**src/rtl/gpio_port_pkg.sv**
```systemverilog
package gpio_port_pkg;
   typedef enum logic [1:0] {
      PM_INPUT  = 2'd0,
      PM_PULLUP = 2'd1,
      PM_LOW    = 2'd2,
      PM_HIGH   = 2'd3
   } pin_mode_e;

   typedef enum logic [1:0] {
      RA_READBACK = 2'd0,
      RA_DIR      = 2'd1,
      RA_LATCH    = 2'd2,
      RA_SPARE    = 2'd3
   } reg_addr_e;
endpackage

```
**src/rtl/gpio_port_sync.sv**
```systemverilog
module gpio_port_sync #(
   parameter int WIDTH  = 8,
   parameter int STAGES = 2
) (
   input  logic             clk,
   input  logic             rst_n,
   input  logic [WIDTH-1:0] d,
   output logic [WIDTH-1:0] q
);
   logic [WIDTH-1:0] stage_q [STAGES];

   for (genvar s = 0; s < STAGES; s++) begin : g_stage
      if (s == 0) begin : g_first
         always_ff @(posedge clk or negedge rst_n) begin
            if (!rst_n) stage_q[0] <= '0;
            else        stage_q[0] <= d;
         end
      end else begin : g_next
         always_ff @(posedge clk or negedge rst_n) begin
            if (!rst_n) stage_q[s] <= '0;
            else        stage_q[s] <= stage_q[s-1];
         end
      end
   end

   assign q = stage_q[STAGES-1];
endmodule

```
**src/rtl/gpio_port_regs.sv**
```systemverilog
module gpio_port_regs
   import gpio_port_pkg::*;
#(
   parameter int WIDTH = 8
) (
   input  logic             clk,
   input  logic             rst_n,
   input  logic             wr_en,
   input  logic [1:0]       addr,
   input  logic [WIDTH-1:0] wdata,
   output logic [WIDTH-1:0] dir_q,
   output logic [WIDTH-1:0] latch_q
);
   always_ff @(posedge clk or negedge rst_n) begin
      if (!rst_n) begin
         dir_q   <= '0;
         latch_q <= '0;
      end else if (wr_en) begin
         case (reg_addr_e'(addr))
            RA_READBACK: latch_q <= latch_q ^ wdata;
            RA_DIR:      dir_q   <= wdata;
            RA_LATCH:    latch_q <= wdata;
            default:     ;
         endcase
      end
   end
endmodule

```
**src/rtl/gpio_port_drive.sv**
```systemverilog
module gpio_port_drive
   import gpio_port_pkg::*;
#(
   parameter int WIDTH = 8
) (
   input  logic [WIDTH-1:0]   dir,
   input  logic [WIDTH-1:0]   latch,
   input  logic [WIDTH-1:0]   ovr_en,
   input  logic [WIDTH-1:0]   ovr_val,
   output logic [WIDTH-1:0]   pad_out,
   output logic [WIDTH-1:0]   pad_oe,
   output logic [2*WIDTH-1:0] pin_state
);
   assign pad_oe = dir;

   for (genvar i = 0; i < WIDTH; i++) begin : g_pin
      pin_mode_e mode;
      logic      drive;

      assign drive = ovr_en[i] ? ovr_val[i] : latch[i];

      always_comb begin
         if (dir[i])        mode = drive ? PM_HIGH : PM_LOW;
         else if (latch[i]) mode = PM_PULLUP;
         else               mode = PM_INPUT;
      end

      assign pad_out[i]          = drive;
      assign pin_state[2*i +: 2] = mode;
   end
endmodule

```
**src/rtl/gpio_port_change.sv**
```systemverilog
module gpio_port_change #(
   parameter int WIDTH = 8
) (
   input  logic             clk,
   input  logic             rst_n,
   input  logic [WIDTH-1:0] cur,
   output logic [WIDTH-1:0] strobe,
   output logic [WIDTH-1:0] level
);
   logic [WIDTH-1:0] prev_q;
   logic [WIDTH-1:0] strobe_q;
   logic [WIDTH-1:0] level_q;

   always_ff @(posedge clk or negedge rst_n) begin
      if (!rst_n) begin
         prev_q   <= '0;
         strobe_q <= '0;
         level_q  <= '0;
      end else begin
         prev_q   <= cur;
         strobe_q <= cur ^ prev_q;
         level_q  <= cur;
      end
   end

   assign strobe = strobe_q;
   assign level  = level_q;
endmodule

```
**src/rtl/gpio_toggle_port.sv**
```systemverilog
module gpio_toggle_port
   import gpio_port_pkg::*;
#(
   parameter int WIDTH       = 8,
   parameter int SYNC_STAGES = 2
) (
   input  logic               clk,
   input  logic               rst_n,
   input  logic [1:0]         bus_addr,
   input  logic               bus_wr,
   input  logic               bus_rd,
   input  logic [WIDTH-1:0]   bus_wdata,
   output logic [WIDTH-1:0]   bus_rdata,
   input  logic [WIDTH-1:0]   pad_in,
   output logic [WIDTH-1:0]   pad_out,
   output logic [WIDTH-1:0]   pad_oe,
   input  logic [WIDTH-1:0]   ovr_en,
   input  logic [WIDTH-1:0]   ovr_val,
   output logic [2*WIDTH-1:0] pin_state,
   output logic [WIDTH-1:0]   chg_strobe,
   output logic [WIDTH-1:0]   chg_level
);
   if (WIDTH < 1) begin : g_bad_width
      $error("gpio_toggle_port: WIDTH must be at least 1");
   end
   if (SYNC_STAGES < 2) begin : g_bad_sync
      $error("gpio_toggle_port: SYNC_STAGES must be at least 2");
   end

   logic [WIDTH-1:0] dir_q;
   logic [WIDTH-1:0] latch_q;
   logic [WIDTH-1:0] pad_sync;
   logic [WIDTH-1:0] readback;

   gpio_port_sync #(.WIDTH(WIDTH), .STAGES(SYNC_STAGES)) u_sync (
      .clk   (clk),
      .rst_n (rst_n),
      .d     (pad_in),
      .q     (pad_sync)
   );

   gpio_port_regs #(.WIDTH(WIDTH)) u_regs (
      .clk     (clk),
      .rst_n   (rst_n),
      .wr_en   (bus_wr),
      .addr    (bus_addr),
      .wdata   (bus_wdata),
      .dir_q   (dir_q),
      .latch_q (latch_q)
   );

   gpio_port_drive #(.WIDTH(WIDTH)) u_drive (
      .dir       (dir_q),
      .latch     (latch_q),
      .ovr_en    (ovr_en),
      .ovr_val   (ovr_val),
      .pad_out   (pad_out),
      .pad_oe    (pad_oe),
      .pin_state (pin_state)
   );

   assign readback = (latch_q & dir_q) | (pad_sync & ~dir_q);

   gpio_port_change #(.WIDTH(WIDTH)) u_change (
      .clk    (clk),
      .rst_n  (rst_n),
      .cur    (readback),
      .strobe (chg_strobe),
      .level  (chg_level)
   );

   always_comb begin
      bus_rdata = '0;
      if (bus_rd) begin
         case (reg_addr_e'(bus_addr))
            RA_READBACK: bus_rdata = readback;
            RA_DIR:      bus_rdata = dir_q;
            RA_LATCH:    bus_rdata = latch_q;
            default:     bus_rdata = '0;
         endcase
      end
   end
endmodule

```
**config.mk**
```make
export PLATFORM = sky130hd
export DESIGN_NAME = gpio_toggle_port
export DESIGN_NICKNAME = d
export VERILOG_FILES = /design/src/rtl/gpio_port_pkg.sv /design/src/rtl/gpio_port_sync.sv /design/src/rtl/gpio_port_regs.sv /design/src/rtl/gpio_port_drive.sv /design/src/rtl/gpio_port_change.sv /design/src/rtl/gpio_toggle_port.sv
export SDC_FILE = /design/constraint.sdc
export NUM_CORES = 1
export LEC_CHECK = 0
export BUFFER_PORTS_ARGS = -buffer_cell sky130_fd_sc_hd__buf_2
export CAP_MARGIN = 20
export CORE_MARGIN = 1
export CORE_UTILIZATION = 35
export CTS_BUF_LIST = sky130_fd_sc_hd__clkbuf_4 sky130_fd_sc_hd__clkbuf_8 sky130_fd_sc_hd__clkbuf_16
export CTS_CLUSTER_DIAMETER = 30
export DETAILED_ROUTE_END_ITERATION = 10
export PLACE_DENSITY = 0.72
export SKIP_CTS_REPAIR_TIMING = 1
export SLEW_MARGIN = 20
export SYNTH_ARGS = -nofsm -noshare
export SYNTH_HDL_FRONTEND = slang
export SYNTH_SLANG_ARGS = --single-unit
export TNS_END_PERCENT = 10
```
**constraint.sdc**
```tcl
create_clock -name clk -period 1.5 [get_ports clk]
set_input_delay 0.15 -clock clk [delete_from_list [all_inputs] [get_ports clk]]
set_output_delay 0.15 -clock clk [all_outputs]
set_load 0.005 [all_outputs]
```
# Yosys cells after proc, flatten, opt, wreduce, memory -nomap -nowiden
# Cells that the tools add are included.
# word_totals
in_bits,38
ff_bits,48
word_cells,53
# op_classes
bitwise,6
mux,35
eq_ne,2
n_reduce_logical,4
# ops
op,count
1-bit 2-to-1 mux,24
8-bit case mux with 3 select lines,1
8-bit AND,2
2-bit 2-to-1 mux,8
8-bit case mux with 2 select lines,1
8-bit bitwise XOR,2
8-bit 2-to-1 mux,1
8-bit NOT,1
8-bit OR,1
2-bit AND reduction,2
"2-bit by 1-bit equality test with 1-bit output, second input constant",1
"2-bit equality test, second input constant",1
2-bit logical NOT,1
2-bit nonzero test,1

# Longest topological paths before layout
# logic_depth
word_depth,5
mapped_depth,5

# Modules after synthesis
# A second synthesis with hierarchy kept.
# unflattened
hier_cells,229
area_unflattened_um2,2467.4
# modules_own_cells
module,area_per_inst_um2,seq_area_each_um2,cells_each,instances
gpio_port_regs,734.5,400.4,70,1
gpio_port_change,470.5,400.4,24,1
gpio_port_sync,460.4,400.4,24,1
gpio_port_drive,420.4,0.0,48,1
gpio_toggle_port,381.6,0.0,63,1

# Worst setup path before layout
# Ideal clock, no wire load.
# synth_timing
path_kind,reg-to-reg
from,reg u_regs.dir_q[1]
to,reg u_change.strobe_q[1] (netlist: u_change.strobe[1])
stages_incl_launch_ff,3
t_required_ns,1.377
period_less_slack_ns,1.072
n_path_buf,0
slack_ns,0.428
arrival_ns,0.949
cell_sequence,dfrtp_1 mux2_2 xor2_1
# synth_between
elab_chain_cells,4
word_cells_on_any_way,5
cone_classes,bitwise (5)
# synth_lines
element,line,rtl
from (decl),gpio_port_regs.sv:11,"output logic [WIDTH-1:0] dir_q,"
from (signal assigned),gpio_port_regs.sv:21,RA_DIR: dir_q <= wdata;
8-bit NOT,gpio_toggle_port.sv:62,assign readback = (latch_q & dir_q) | (pad_sync & ~dir_q);
8-bit AND,gpio_toggle_port.sv:62,
8-bit OR *,gpio_toggle_port.sv:62,
named net readback[1],gpio_toggle_port.sv:33,logic [WIDTH-1:0] readback;
8-bit bitwise XOR *,gpio_port_change.sv:21,strobe_q <= cur ^ prev_q;
to (signal assigned),gpio_port_change.sv:21,
to (decl),gpio_port_change.sv:11,logic [WIDTH-1:0] strobe_q;
# Mark *: on every way through the listed nets, which the timed path passes. The rest lies on a longest branch.
# A chain may end at the register's enable or synchronous reset.

# Worst setup path in the final report
# layout_timing
from,reg u_regs.dir_q[7]
to,out bus_rdata[7]
# layout_between
elab_chain_cells,5
word_cells_on_any_way,6
cone_classes,mux (2); bitwise (4)
# layout_lines
element,line,rtl
8-bit NOT,gpio_toggle_port.sv:62,
8-bit AND,gpio_toggle_port.sv:62,
8-bit OR,gpio_toggle_port.sv:62,
8-bit case mux with 3 select lines *,gpio_toggle_port.sv:75,case (reg_addr_e'(bus_addr))
8-bit 2-to-1 mux *,gpio_toggle_port.sv:74,if (bus_rd) begin
to (decl),gpio_toggle_port.sv:13,"output logic [WIDTH-1:0] bus_rdata,"
# Mark *: on every way between the ends. The rest lies on a longest branch, timed or not.

==> impl_results.md <==
* Data arrival, critical path at 1.35 ns
* Final Util at 47.50%
* Switch share at 27.76%
* Total track usage at 14.38%
* Outcome: completed
* Initial antenna violation count at 0
* IO Count at 94
* DRT antenna net count at 0
* Synth Net Count at 225
* Count of final setup violators at 0
* Clock transition at the registers of the reported paths at 0.08 ns
* Share of post-route cells with drive strength above 1 at 59.36%
* DRT Pass-1 Iters at 6
* Ant diodes at 0
* Final Cycle Share at 99.68%
* Die Wd at 84.59 microns
* Measured slew at the worst slew-check pin at 0.3535 ns
* Worst skew pair latency at 0.29 ns
* Combinational share of power at 26.6%
* Reg power frac at 46.7%
* Leak at 1.375 nW
* Row Count at 29
* P_int at 2.708 mW
* Sw Pwr at 1.040 mW
* Routed wire length at 5.127 mm
* Top-area cell type share of the netlist area at 50.31%
* Synth warn at 0
* DRT iter0 DRCs at 82
* CP required at 1.35 ns
* Mapped cell area at 2387 sq um
* Hold Path Class: primary input to flop
* Die Ht at 84.59 microns
* RSZ-0062 raised after global routing: true
* Placer Congestion at 0.7398
* Num Clock Sinks at 48
* Synth Area in Simple Gates at 11.69%
* Clock power share at 26.8%
* Synth area leader: dfrtp_1
* Worst vdd ir at 0.5468 mV
* Final layout net count at 320
* TritonCTS Buffers at 5
* Root buf cell: clkbuf_8
* Vias per cell at 4.981
* Die footprint at 7155 sq um
* Via count of the first global-routing pass at 1,701
* Minimum clock period at 1.495 ns
* Core footprint at 6459 sq um
* F_max at 0.6688 GHz
* Fillers at 598
* Xor/xnor share of the synthesized area at 2.935%
* WL/cell at 14.24 microns
* Number of remaining DRC errors at 0
* PortBufs at 93
* Setup TNS at 0 ns
* H-tree lvl count at 2
* Main combinational cell family by area after synthesis: multiplexers
* Crit. End Element: output port
* Vias at 1,793
* Fin Clk Skew at 0.001442 ns
* Post-DP HPWL at 3.455 mm
* Initial Utilization at 36.96%
* Mux cell area share after synthesis at 15.09%
* Cells after synthesis at 187
* Synth area leaders: dfrtp_1 50%, mux2_2 14%, buf_4 5.0%
* Area of the multi-input gates at 980.9 sq um
* CP Launch Type: flop
* Worst rel slew slack at 76.43%
* Seq/Total Area, Yosys at 50.31%
* Synth Register Bits at 48
* Max Cap Viol at 0
* Power density over the cells at 1222 nW/um^2
* CP Class: flop to output port
* Final hold violation count at 0
* Worst Path Max Fanout at 6
* Cell variety after synth at 24
* Area grow syn2layout at 28.51%
* Synth Area in Adders at 0%
* Max-slew violations at 0
* Placed instance area at 2790 sq um
* Pin count of the biggest net entering global routing at 49
* CTS tree: yes
* GRT Residual Overflow at 0
* First-pass GRT wire length at 8.148 mm
* Mean Syn Cell Area at 12.77 sq um
* Storage element area at 1216 sq um
* Max clock buf depth at 2
* Complex-gate fraction of the synthesized area at 11.01%
* Final Cell Area at 3068 sq um
[per-layer routing]
layer / wire (microns) / part of all wire [%] / global-route usage, %
met1: 2182 / 43 / 17.55
met2: 2628 / 51 / 25.65
met3: 277 / 5.4 / 3.245
met4: 40 / 0.78 / 3.698
met5: 0 / 0 / 0
[worst max-delay path, stage by stage (launching register included)]
cell and delay, ns:
dfrtp_2 0.45, nor3b_1 0.16, nor4b_2 0.28, buf_2 0.17
[worst paths after layout]
check,start,end,slack (ns),cells after the start
max,u_regs.dir_q[7],bus_rdata[7],0.005,3
min,bus_wdata[6],u_regs.dir_q[6],0.12,2
max reg2reg,u_regs.dir_q[0],u_change.strobe[0],0.35,3
min reg2reg,u_sync.stage_q[11],u_sync.q[3],0.35,0
max in group asynchronous,rst_n,u_regs.latch_q[6],0.89,3
min in group asynchronous,rst_n,u_sync.q[6],0.37,3
[sequential cells by signal (all words and copies together), names as in the netlist]
signal,flops
u_change.level,8
u_sync.stage_q,8
u_change.strobe,8
u_sync.q,8
u_regs.latch_q,8
u_regs.dir_q,8
[stage by stage]
stage / worst slack, ns / std cells / total power, mW / hold slack, ns
floorplan: 0.4284 / 187 / 2.325 / -0.1456
global placement: 0.2243 / 338 / 2.672 / 0.1594
detailed placement: 0.1933 / 338 / 2.707 / 0.1590
CTS: -0.07022 / 346 / 3.721 / -0.1622
global route: -0.07702 / 360 / 3.970 / 0.1160
finish: 0.004808 / 360 / 3.748 / 0.1164
[power by group through the flow]
stage | clock network, mW | logic, mW | registers (mW)
3_3_place_gp | 0 | 0.918 | 1.75
2_1_floorplan | 0 | 0.569 | 1.76
4_1_cts | 1.03 | 0.945 | 1.74
5_1_grt | 1.09 | 1.09 | 1.79
6_report | 1.00 | 0.995 | 1.75
3_5_place_dp | 0 | 0.942 | 1.76
[layout make-up]
type,count,area share (%)
clock buffers,7,3.140
clock inverters,1,0.9788
multi-input cells,114,31.97
inverters,2,0.4078
well taps,77,3.140
flip-flops and latches,48,39.64
repair buffers,111,20.72
[logic make-up (layout without fill, tap and decap cells)]
| kind of cell | count (synthesis) | count (layout) |
|---|---|---|
| AO/OA/AOI/OAI | 42 | 42 |
| XOR/XNOR | 8 | 8 |
| buffers and inverters | 25 | 121 |
| flip-flops | 48 | 48 |
| multiplexers | 32 | 32 |
| AND/OR/NAND/NOR | 32 | 32 |
[cell usage after synthesis]
cell type   n
inv_2       1
a21oi_2     4
a211oi_1    4
a211oi_2    2
nand3_4     1
a21boi_1    2
nand2_1     8
nor3b_1     6
mux2_1      3
nand3b_1    8
o211ai_1    2
dfrtp_1    48
a21oi_1    18
a31oi_1     2
mux2_2     29
nor2b_1     1
buf_2       1
buf_12      1
xor2_1      8
nor4b_2     8
buf_4      16
inv_6       1
buf_6       5
o21ai_0     8
[cells in the final DEF (no fill, tap or decap)]
cell and count:
inv_2 1, buf_12 1, a211oi_1 4, inv_6 1, nor4b_4 1, buf_2 93, dfrtp_2 12, xor2_1 8
a21oi_2 4, nor3b_1 6, dfrtp_1 36, o211ai_1 2, a21boi_1 2, nor4b_2 7, a31oi_1 2, mux2_1 3
nand3b_1 8, a21oi_1 18, dlygate4sd3_1 9, nand3_4 1, o21ai_0 8, bufinv_16 1, buf_4 8, nor2b_1 1
clkbuf_8 7, a211oi_2 2, mux2_2 29, nand2_1 8
Power figures use the tool's default switching activity.
